--- src/rtl/sd_to_pkg.sv ---
package sd_to_pkg;
    localparam int CODE_W   = 4;
    localparam int MAX_CODE = 14;
    typedef logic [CODE_W-1:0] code_t;
endpackage

--- src/rtl/sd_to_code_reg.sv ---
module sd_to_code_reg
    import sd_to_pkg::*;
(
    input  logic  clk,
    input  logic  rst,
    input  logic  wr,
    input  code_t wcode,
    output code_t code
);
    typedef struct packed {
        code_t code;
    } state_t;

    state_t st_d, st_q;

    always_comb begin
        st_d = st_q;
        if (wr) begin
            if (int'(wcode) > MAX_CODE) st_d.code = code_t'(MAX_CODE);
            else                        st_d.code = wcode;
        end
    end

    always_ff @(posedge clk) begin
        if (rst) st_q.code <= code_t'(MAX_CODE);
        else     st_q <= st_d;
    end

    assign code = st_q.code;
endmodule

--- src/rtl/sd_to_counter.sv ---
module sd_to_counter
    import sd_to_pkg::*;
#(
    parameter int BASE_EXP = 13
) (
    input  logic  clk,
    input  logic  rst,
    input  logic  tick,
    input  logic  active,
    input  logic  restart,
    input  code_t code,
    output logic  expire
);
    localparam int CW = BASE_EXP + MAX_CODE + 2;

    typedef struct packed {
        logic [CW-1:0] count;
    } state_t;

    state_t        st_d, st_q;
    logic [CW-1:0] limit;
    logic [CW-1:0] count_inc;

    always_comb begin
        st_d      = st_q;
        limit     = CW'(1) << (BASE_EXP + int'(code));
        count_inc = st_q.count + CW'(1);
        expire    = active && !restart && tick && (count_inc >= limit);
        if (!active || restart) begin
            st_d.count = '0;
        end else if (tick) begin
            st_d.count = expire ? '0 : count_inc;
        end
    end

    always_ff @(posedge clk) begin
        if (rst) st_q.count <= '0;
        else     st_q <= st_d;
    end
endmodule

--- src/rtl/sd_to_status.sv ---
module sd_to_status #(
    parameter int STAT_W   = 32,
    parameter int FLAG_BIT = 20
) (
    input  logic              clk,
    input  logic              rst,
    input  logic              set_evt,
    input  logic              wr,
    input  logic [STAT_W-1:0] wdata,
    input  logic              sig_en,
    output logic              flag,
    output logic              req
);
    typedef struct packed {
        logic flag;
    } state_t;

    state_t st_d, st_q;

    always_comb begin
        st_d = st_q;
        if (wr && wdata[FLAG_BIT]) st_d.flag = 1'b0;
        if (set_evt)               st_d.flag = 1'b1;
    end

    always_ff @(posedge clk) begin
        if (rst) st_q.flag <= 1'b0;
        else     st_q <= st_d;
    end

    assign flag = st_q.flag;
    assign req  = st_q.flag & sig_en;
endmodule

--- src/rtl/sd_data_timeout.sv ---
module sd_data_timeout #(
    parameter int BASE_EXP = 13,
    parameter int STAT_W   = 32,
    parameter int FLAG_BIT = 20
) (
    input  logic              clk,
    input  logic              rst,
    input  logic              sdclk_en,
    input  logic              data_active,
    input  logic              data_event,
    input  logic              ctrl_wr,
    input  logic [3:0]        ctrl_code,
    input  logic              stat_wr,
    input  logic [STAT_W-1:0] stat_wdata,
    input  logic              irq_en,
    output logic [3:0]        code_rb,
    output logic              to_flag,
    output logic              irq
);
    import sd_to_pkg::*;

    code_t code;
    logic  expire;

    sd_to_code_reg u_code (
        .clk   (clk),
        .rst   (rst),
        .wr    (ctrl_wr),
        .wcode (ctrl_code),
        .code  (code)
    );

    sd_to_counter #(.BASE_EXP(BASE_EXP)) u_cnt (
        .clk     (clk),
        .rst     (rst),
        .tick    (sdclk_en),
        .active  (data_active),
        .restart (data_event),
        .code    (code),
        .expire  (expire)
    );

    sd_to_status #(.STAT_W(STAT_W), .FLAG_BIT(FLAG_BIT)) u_stat (
        .clk     (clk),
        .rst     (rst),
        .set_evt (expire),
        .wr      (stat_wr),
        .wdata   (stat_wdata),
        .sig_en  (irq_en),
        .flag    (to_flag),
        .req     (irq)
    );

    assign code_rb = code;
endmodule

--- config.mk ---
export PLATFORM = sky130hd
export DESIGN_NAME = sd_data_timeout
export DESIGN_NICKNAME = d
export VERILOG_FILES = /design/src/rtl/sd_to_pkg.sv /design/src/rtl/sd_to_code_reg.sv /design/src/rtl/sd_to_counter.sv /design/src/rtl/sd_to_status.sv /design/src/rtl/sd_data_timeout.sv
export SDC_FILE = /design/constraint.sdc
export NUM_CORES = 1
export LEC_CHECK = 0
export BUFFER_PORTS_ARGS = -buffer_cell sky130_fd_sc_hd__buf_2
export CAP_MARGIN = 20
export CORE_ASPECT_RATIO = 0.8
export CORE_MARGIN = 5
export CORE_UTILIZATION = 55
export DETAILED_ROUTE_END_ITERATION = 10
export PLACE_DENSITY = 0.76
export SYNTH_ARGS = -nofsm -noshare
export SYNTH_HDL_FRONTEND = slang
export SYNTH_SLANG_ARGS = --single-unit
--- constraint.sdc ---
create_clock -name clk -period 4.3 [get_ports clk]
set_input_delay 0.43 -clock clk [delete_from_list [all_inputs] [get_ports clk]]
set_output_delay 0.43 -clock clk [all_outputs]
set_load 0.01 [all_outputs]
==> flow_metrics.tcl, run 1 <==
set metrics [dict create \
    syn2layout_area_growth_pct 6.753 \
    drt_iter0_drc 211 \
    hold_end "u_code.code[1]" \
    post-route-util_pct 60.92 \
    critPathRequiredTime_ns 4.54 \
    syn_inst 368 \
    drtPass1Iterations 5 \
    finalCriticalPeriod_ns 3.777 \
    n_antenna_cell 0 \
    clk_pin_slew_ns 0.07 \
    place_congestion 0.8593 \
    slew_viol_final 0 \
    insertion_delay_ns 0.30 \
    worstSetupPathType "flip-flop to flip-flop" \
    met1Wirelength_um 3322 \
    vdd_drop_max_uv 120.2 \
    end_kind "flip-flop" \
    rr_startpoint "u_cnt.st_q[0]" \
    grt_max_degree 39 \
    route.met3.wl_um 493 \
    fmax_ghz 0.2648 \
    placedCellCount 439 \
    ctsResizeCount 0 \
    rows 23 \
    die_w_um 91.05 \
    min_delay_path_depth 2 \
    r2r-end "u_cnt.st_q[0]" \
    viasPerCell 6.157 \
    numCtsBuffers 5 \
    grt_usage_pct 22.00 \
    port_buffers 18 \
    layoutNonFillerInstCount 446 \
    synth_enable_flop_cells 0 \
    setup_viol 0 \
    finClkSkew_ns 0.006612 \
    setup-tns-final_ns 0 \
    htree_levels 2 \
    cellPowerDensity_nw_per_um2 202.4 \
    hold_start "ctrl_code[1]" \
    seqCellArea_um2 680.7 \
    dpl_worst_slack_ns 0.6114 \
    start_util_pct 57.07 \
    synth_area_per_cell_um2 7.854 \
    nets 458 \
    rsz0062_at_grt "false" \
    reg2regPathDepth 12 \
    fill_cells 455 \
    top_layer_used "met4" \
    seq_area_frac_synth_pct 23.55 \
    cts_root_buffer "clkbuf_8" \
    hold_class "input port to flip-flop" \
    wl_per_cell_um 15.49 \
    cts_sinks 34 \
    yosys.area.top_type "dfxtp_1" \
    worst_pin_slew_ns 0.7123 \
    grt_pass1_wl_um 12280 \
    clk_path_buf_depth 2 \
    vias 2746 \
    holdBufCountCts 0 \
    die_y_um 74.84 \
    ff2ff_setup_slack_ns 0.52 \
    fin_ws_ns 0.5231 \
    cp.arrival_ns 4.01 \
    grt-ovfl-total 0 \
    drt-total-wl_um 6910 \
    synth_warnings 0 \
    multi_input_area_um2 2088 \
    drv_cap 0 \
    antenna_found_initial 0 \
    period_share_pct 87.84 \
    hpwlAfterDp_um 4874 \
    cts_tree "built" \
    drc 0 \
    hold_viol_final 0 \
    drive_above_1_share_pct 10.42 \
    core_area_um2 5065 \
    status "completed" \
    ys_ff_latch 34 \
    whs_ns 0.3469 \
    ant_nets 0 \
    postCtsSetupBuffers 0 \
    ys_async_sr_fraction_pct 0 \
    die_area_um2 6814 \
    crit_fanout 9 \
    syn_area_um2 2890 \
    synth_area_leaders "dfxtp_1 (24%), ha_1 (13%), nand3_1 (8.7%)" \
    cp-start-kind "flip-flop" \
    power_leakage_uw 0.001262 \
    yosysUniqueCellTypes 51 \
    first_global_vias 2605 \
    yosysTopAreaCellShare_pct 23.55 \
    dr_wl_met2_um 3030 \
    max_slew_margin_pct 52.38 \
    pin_count 50 \
    synth_ff_type "dfxtp_1" \
]
## stage by stage
step                      instance area, um^2  power [uW]
after floorplan                          2932       372.7
final                                    3085       624.6
after global routing                     3085       651.4
after detailed placement                 3009       394.8
after CTS                                3085       629.7
after global placement                   3009       393.2
## synth_stat cells (all sizes together), types with 2 or more instances
| library cell | n |
|---|---|
| and4 | 9 |
| nor2 | 6 |
| clkbuf | 8 |
| nor4 | 7 |
| buf | 17 |
| ha | 30 |
| nand4 | 31 |
| conb | 2 |
| xnor2 | 19 |
| and3 | 11 |
| o21ai | 3 |
| nand2 | 48 |
| a21oi | 29 |
| nor3 | 9 |
| nor2b | 9 |
| dfxtp | 34 |
| o211ai | 2 |
| a31oi | 3 |
| and2 | 4 |
| a221o | 2 |
| xor2 | 8 |
| or3 | 2 |
| nand3 | 51 |
| a211o | 3 |
| o211a | 2 |
| inv | 6 |
## routing by layer
metal | track usage, % | up-vias
met2 | 35.60 | 89
met3 | 5.594 | 6
li1 | - | 1380
met5 | 0 | -
met1 | 29.75 | 1271
met4 | 5.537 | 0
## state kept, by name, summed over array words and instances (netlist names)
signal       flops
u_cnt.st_q      29
u_code.code      4
u_stat.flag      1
## cells by family after synthesis
logic type	count (synthesis)	synth area share, %
simple gates	194	37.75
flops	34	23.55
xor+xnor	27	8.702
buf+inv	31	5.627
compound gates	50	11.13
fa+ha+maj	30	12.99
other cells	2	0.2598
## worst max path at each step
stage	endpoint	from
3_3_place_gp	u_cnt.st_q[0]	u_cnt.st_q[0]
3_5_place_dp	u_cnt.st_q[0]	u_cnt.st_q[0]
5_1_grt	u_cnt.st_q[0]	u_cnt.st_q[0]
4_1_cts	u_cnt.st_q[0]	u_cnt.st_q[0]
6_report	u_cnt.st_q[0]	u_cnt.st_q[0]
2_1_floorplan	u_cnt.st_q[0]	u_cnt.st_q[0]
## layout make-up
cell class | count | area share [%]
Clock buffer | 7 | 2.474
Inverter | 6 | 0.7299
Multi-Input combinational cell | 314 | 67.68
Sequential cell | 34 | 22.06
Tap cell | 62 | 2.514
Timing Repair Buffer | 23 | 4.542
## layout by cell type, fill, tap and decap left out, drive strengths merged, types with 3 or more instances in the layout
| cell type | instances |
|---|---|
| conb | 13 |
| nor3 | 9 |
| a211o | 3 |
| xnor2 | 19 |
| o21ai | 3 |
| a21oi | 29 |
| nand3 | 51 |
| dfxtp | 34 |
| nand2 | 48 |
| xor2 | 8 |
| and3 | 11 |
| nor4 | 7 |
| nor2b | 9 |
| clkbuf | 7 |
| ha | 30 |
| buf | 23 |
| and4 | 9 |
| nand4 | 31 |
| nor2 | 6 |
| a31oi | 3 |
| and2 | 4 |
| inv | 6 |
## worst max-delay path, cell delays in order (launching register included)
cell and delay [ns]:
dfxtp_1 0.40, ha_1 0.28, and4_1 0.36, and4_1 0.45, nand4_1 0.23, xnor2_1 0.19
ha_1 0.34, a21o_1 0.18, a221o_1 0.30, a21oi_2 0.16, o211ai_1 0.18, or4_1 0.51
a21oi_1 0.13
## power by group
group	total, uW	leakage, uW	internal [uW]	switching (uW)
sequential	323	0.000275	318	5.57
combinational	65.4	0.000949	24.3	41.1
clock	236	0.0000383	112	124
total	625	0.00126	453	171
Note: power is estimated with default switching activity, not from simulation.
==> run 2, diff against run 1 <==
--- a/config.mk
+++ b/config.mk
@@ -9,9 +9,9 @@
 export CAP_MARGIN = 20
 export CORE_ASPECT_RATIO = 0.8
 export CORE_MARGIN = 5
-export CORE_UTILIZATION = 55
+export CORE_UTILIZATION = 35
 export DETAILED_ROUTE_END_ITERATION = 10
-export PLACE_DENSITY = 0.76
+export PLACE_DENSITY = 0.52
 export SYNTH_ARGS = -nofsm -noshare
 export SYNTH_HDL_FRONTEND = slang
 export SYNTH_SLANG_ARGS = --single-unit
==> flow_metrics.tcl, run 2 (same netlist as run 1, synthesis figures left out) <==
set metrics [dict create \
    dpl_worst_slack_ns 0.5159 \
    min_delay_path_depth 2 \
    drt-total-wl_um 7448 \
    drv_cap 0 \
    final_cell_mix "nand3_1 (50), nand2_1 (48), dfxtp_1 (34)" \
    setup_viol 0 \
    drt_iter0_drc 135 \
    holdBufCountCts 0 \
    setup-tns-final_ns 0 \
    status "completed" \
    placedCellCount 489 \
    ant_nets 0 \
    hold_start "ctrl_code[3]" \
    crit_fanout 9 \
    port_buffers 18 \
    cp-start-kind "flip-flop" \
    power.internal_uw 471.5 \
    ctsResizeCount 0 \
    viasPerCell 5.491 \
    fin_ws_ns 0.4906 \
    die_w_um 111.6 \
    r2r-end "u_cnt.st_q[0]" \
    critPathRequiredTime_ns 4.52 \
    grt-ovfl-total 0 \
    wl_per_cell_um 14.99 \
    largest-register "u_cnt.st_q" \
    cts_sinks 34 \
    cp.arrival_ns 4.03 \
    vdd_drop_max_uv 110.8 \
    slew_viol_final 0 \
    drtPass1Iterations 4 \
    cellPowerDensity_nw_per_um2 203.4 \
    finalCriticalPeriod_ns 3.809 \
    n_antenna_cell 0 \
    layoutNonFillerInstCount 497 \
    sw_frac_of_total_pct 26.99 \
    ff2ff_setup_slack_ns 0.49 \
    path_cells "ha_1 -> and4_1 -> and4_1 -> nand4_1 -> xnor2_1 -> ha_1 -> a21o_1 -> a221o_1 -> a21oi_2 -> o211ai_1 -> or4_1 -> a21oi_1" \
    rsz0062_at_grt "false" \
    hold_end "u_code.code[3]" \
    pin_count 50 \
    htree_levels 2 \
    vias 2729 \
    postCtsSetupBuffers 0 \
    slowest_delay_ns 0.50 \
    hold_class "input port to flip-flop" \
    drc 0 \
    switchingPower_uw 174.3 \
    pwr-share-comb_pct 10.4 \
    die_area_um2 10190 \
    worstSetupPathType "flip-flop to flip-flop" \
    grt_pass1_wl_um 12680 \
    power_leakage_uw 0.001285 \
    core_area_um2 7983 \
    reg2regPathDepth 12 \
    rr_startpoint "u_cnt.st_q[1]" \
    nets 462 \
    largest_reg_flops 29 \
    drive_above_1_share_pct 11.83 \
    hold_viol_final 0 \
    clk_path_buf_depth 2 \
    period_share_pct 88.59 \
    clk_pin_slew_ns 0.08 \
    grt_usage_pct 14.99 \
    p_clk_share_pct 39.6 \
    fill_cells 849 \
    insertion_delay_ns 0.29 \
    worst_pin_slew_ns 0.8848 \
    die_y_um 91.28 \
    end_kind "flip-flop" \
    largestRegisters "u_cnt.st_q: 29 flops, u_code.code: 4 flops, u_stat.flag: 1 flops" \
    cts_tree "built" \
    numCtsBuffers 5 \
    final_common_cell "nand3_1" \
    cp_top_family "simple AND/OR/NAND/NOR gates" \
    start_util_pct 36.21 \
    finClkSkew_ns 0.01435 \
    antenna_found_initial 0 \
    hpwlAfterDp_um 5397 \
    max_slew_margin_pct 40.84 \
    rows 29 \
    grt_max_degree 25 \
    pwr-share-seq_pct 50.0 \
    first_global_vias 2559 \
    place_congestion 0.7425 \
    fmax_ghz 0.2625 \
    cts_root_buffer "clkbuf_8" \
    syn2layout_area_growth_pct 9.870 \
    crit_buf_inv 0 \
    whs_ns 0.3647 \
    critPathSlowestCell "or4_1" \
]
==> run 2: cell count changes in the layout (fill, tap and decap cells not counted), sizes merged <==
| cell | delta |
|---|---|
| buf | +4 |
| clkinv | +1 |
==> run 2: routing by layer <==
metal | global-route usage, % | up-vias | share of wire, %
met5 | 0 | - | 0
met4 | 2.634 | 0 | 0.34
met3 | 2.591 | 2 | 6.1
met2 | 23.39 | 61 | 45
met1 | 21.90 | 1276 | 49
li1 | - | 1390 | -
==> run 2: worst max path at each step <==
stage	slack (ns)	to	startpoint	depth (start not counted)
3_5_place_dp	0.52	u_cnt.st_q[0]	u_cnt.st_q[0]	12
3_3_place_gp	0.52	u_cnt.st_q[2]	u_cnt.st_q[0]	12
4_1_cts	0.46	u_cnt.st_q[0]	u_cnt.st_q[0]	12
2_1_floorplan	1.12	u_cnt.st_q[0]	u_cnt.st_q[0]	14
5_1_grt	0.20	u_cnt.st_q[0]	u_cnt.st_q[1]	12
6_report	0.49	u_cnt.st_q[0]	u_cnt.st_q[1]	12
==> run 2: cell type report <==
class | count | area, um^2 | area share (%)
Inverter | 6 | 22.52 | 0.7092
Clock buffer | 7 | 86.33 | 2.719
Multi-Input combinational cell | 314 | 2088 | 65.76
Timing Repair Buffer | 27 | 157.7 | 4.965
Sequential cell | 34 | 680.7 | 21.43
Tap cell | 108 | 135.1 | 4.255
Clock inverter | 1 | 5.005 | 0.1576
==> run 2: stage by stage <==
step	total power, uW	utilization (%)	cell area (um^2)
after floorplan	372.7	-	2932
after global placement	396.6	38.64	3084
after detailed placement	397.2	38.64	3084
after CTS	654.1	39.78	3176
after global routing	680.1	39.78	3176
final	645.8	39.78	3176
==> run 2: power groups by stage <==
stage	sequential (uW)	combinational [uW]	clock [uW]
after global routing	324	76.2	280
after CTS	323	67.6	264
after detailed placement	330	67.0	0
final	323	67.1	256
after global placement	330	66.3	0
after floorplan	330	42.4	0
==> run 2: worst reg2reg max path, delay by kind of cell, from the launching register on <==
family	cells	cell delay, ns
compound gates	5	0.93
simple gates	4	1.60
xor+xnor	1	0.28
fa+ha+maj	2	0.57
flops	1	0.37
==> run 3, diff against run 2 <==
--- a/config.mk
+++ b/config.mk
@@ -9,9 +9,9 @@
 export CAP_MARGIN = 20
 export CORE_ASPECT_RATIO = 0.8
 export CORE_MARGIN = 5
-export CORE_UTILIZATION = 35
+export CORE_UTILIZATION = 45
 export DETAILED_ROUTE_END_ITERATION = 10
-export PLACE_DENSITY = 0.52
+export PLACE_DENSITY = 0.64
 export SYNTH_ARGS = -nofsm -noshare
 export SYNTH_HDL_FRONTEND = slang
 export SYNTH_SLANG_ARGS = --single-unit
==> flow_metrics.tcl, run 3 (same netlist as run 1, synthesis figures left out) <==
set metrics [dict create \
    fmax_ghz 0.2710 \
    cts_tree "built" \
    die_w_um 99.60 \
    grt-ovfl-total 0 \
    largestRegisters "u_cnt.st_q: 29 flops, u_code.code: 4 flops, u_stat.flag: 1 flops" \
    reg2regPathDepth 12 \
    wl_per_cell_um 14.51 \
    nets 459 \
    cp.arrival_ns 3.91 \
    rsz0062_at_grt "false" \
    die_y_um 81.68 \
    setup_viol 0 \
    grt_max_degree 39 \
    status "completed" \
    grt_pass1_wl_um 11860 \
    vias 2719 \
    drt_iter0_drc 139 \
    hpwlAfterDp_um 4903 \
    first_global_vias 2510 \
    drive_above_1_share_pct 11.14 \
    path_cells "ha_1 -> and4_1 -> and4_1 -> nand4_1 -> xnor2_1 -> ha_1 -> a21o_1 -> a221o_1 -> a21oi_2 -> o211ai_1 -> or4_1 -> a21oi_1" \
    period_share_pct 85.80 \
    drt-total-wl_um 6820 \
    drc 0 \
    n_antenna_cell 0 \
    finClkSkew_ns 0.006386 \
    worstSetupPathType "flip-flop to flip-flop" \
    cts_sinks 34 \
    viasPerCell 5.785 \
    ant_nets 0 \
    grt_usage_pct 18.00 \
    crit_fanout 9 \
    hold_viol_final 0 \
    core_area_um2 6311 \
    largest_reg_flops 29 \
    cts_root_buffer "clkbuf_8" \
    slowest_delay_ns 0.49 \
    start_util_pct 45.80 \
    critPathRequiredTime_ns 4.52 \
    slew_viol_final 0 \
    power_leakage_uw 0.001277 \
    ctsResizeCount 0 \
    max_slew_margin_pct 58.32 \
    finalCriticalPeriod_ns 3.689 \
    cellPowerDensity_nw_per_um2 204.5 \
    rows 26 \
    numCtsBuffers 5 \
    drtPass1Iterations 4 \
    whs_ns 0.3654 \
    end_kind "flip-flop" \
    htree_levels 2 \
    cp-start-kind "flip-flop" \
    path_depth 12 \
    place_congestion 0.8307 \
    cp_top_family "simple AND/OR/NAND/NOR gates" \
    critPathSlowestCell "or4_1" \
    hold_class "input port to flip-flop" \
    clk_pin_slew_ns 0.07 \
    largest-register "u_cnt.st_q" \
    antenna_found_initial 0 \
    crit_buf_inv 0 \
    drv_cap 0 \
    min_delay_path_depth 2 \
    final_common_cell "nand3_1" \
    port_buffers 18 \
    worst_pin_slew_ns 0.6245 \
    pin_count 50 \
    holdBufCountCts 0 \
    vdd_drop_max_uv 117.2 \
    insertion_delay_ns 0.29 \
    die_area_um2 8135 \
    clk_path_buf_depth 2 \
    syn2layout_area_growth_pct 8.485 \
    setup-tns-final_ns 0 \
    final_cell_mix "nand3_1 (50), nand2_1 (48), dfxtp_1 (34)" \
    postCtsSetupBuffers 0 \
]
==> run 3: cell types whose count changed in the layout (fill, tap and decap cells not counted) <==
cell / delta
buf_12: +1
buf_4: -4
==> run 3: metal layers <==
layer / GRT usage [%] / vias to the layer above / wire [um]
met1: 24.28 / 1272 / 3430
met3: 3.650 / 10 / 324
met4: 5.321 / 0 / 82
met2: 29.22 / 49 / 2982
li1: - / 1388 / -
met5: 0 / - / 0
==> run 3: where the power goes <==
part / internal (uW) / switching [uW]
sequential: 317 / 5.94
combinational: 24.6 / 41.7
clock: 129 / 122
==> run 3: area by class of cell <==
| class | count | area [um^2] |
|---|---|---|
| clock inverters | 1 | 5.005 |
| clock buffers | 7 | 86.33 |
| fillers | 647 | 3176 |
| well taps | 84 | 105.1 |
| flip-flops and latches | 34 | 680.7 |
| repair buffers | 24 | 147.6 |
| multi-input cells | 314 | 2088 |
| inverters | 6 | 22.52 |
==> run 3: per-stage QoR <==
stage / total power (uW) / worst slack (ns) / instances / util, % / instance area (um^2)
2_1_floorplan: 372.7 / 1.115 / 379 / - / 2932
3_3_place_gp: 395.8 / 0.6512 / 462 / 48.24 / 3044
3_5_place_dp: 395.9 / 0.6515 / 462 / 48.24 / 3044
4_1_cts: 648.1 / 0.6081 / 470 / 49.68 / 3136
5_1_grt: 671.6 / 0.3184 / 470 / 49.68 / 3136
6_report: 641.2 / 0.6106 / 470 / 49.68 / 3136
==> run 3: final timing paths <==
path	from	to	slack (ns)
hold / removal	ctrl_code[3]	u_code.code[3]	0.37
setup reg to reg	u_cnt.st_q[1]	u_cnt.st_q[0]	0.61
setup / recovery	u_cnt.st_q[1]	u_cnt.st_q[0]	0.61
hold reg to reg	u_stat.flag	u_stat.flag	0.47
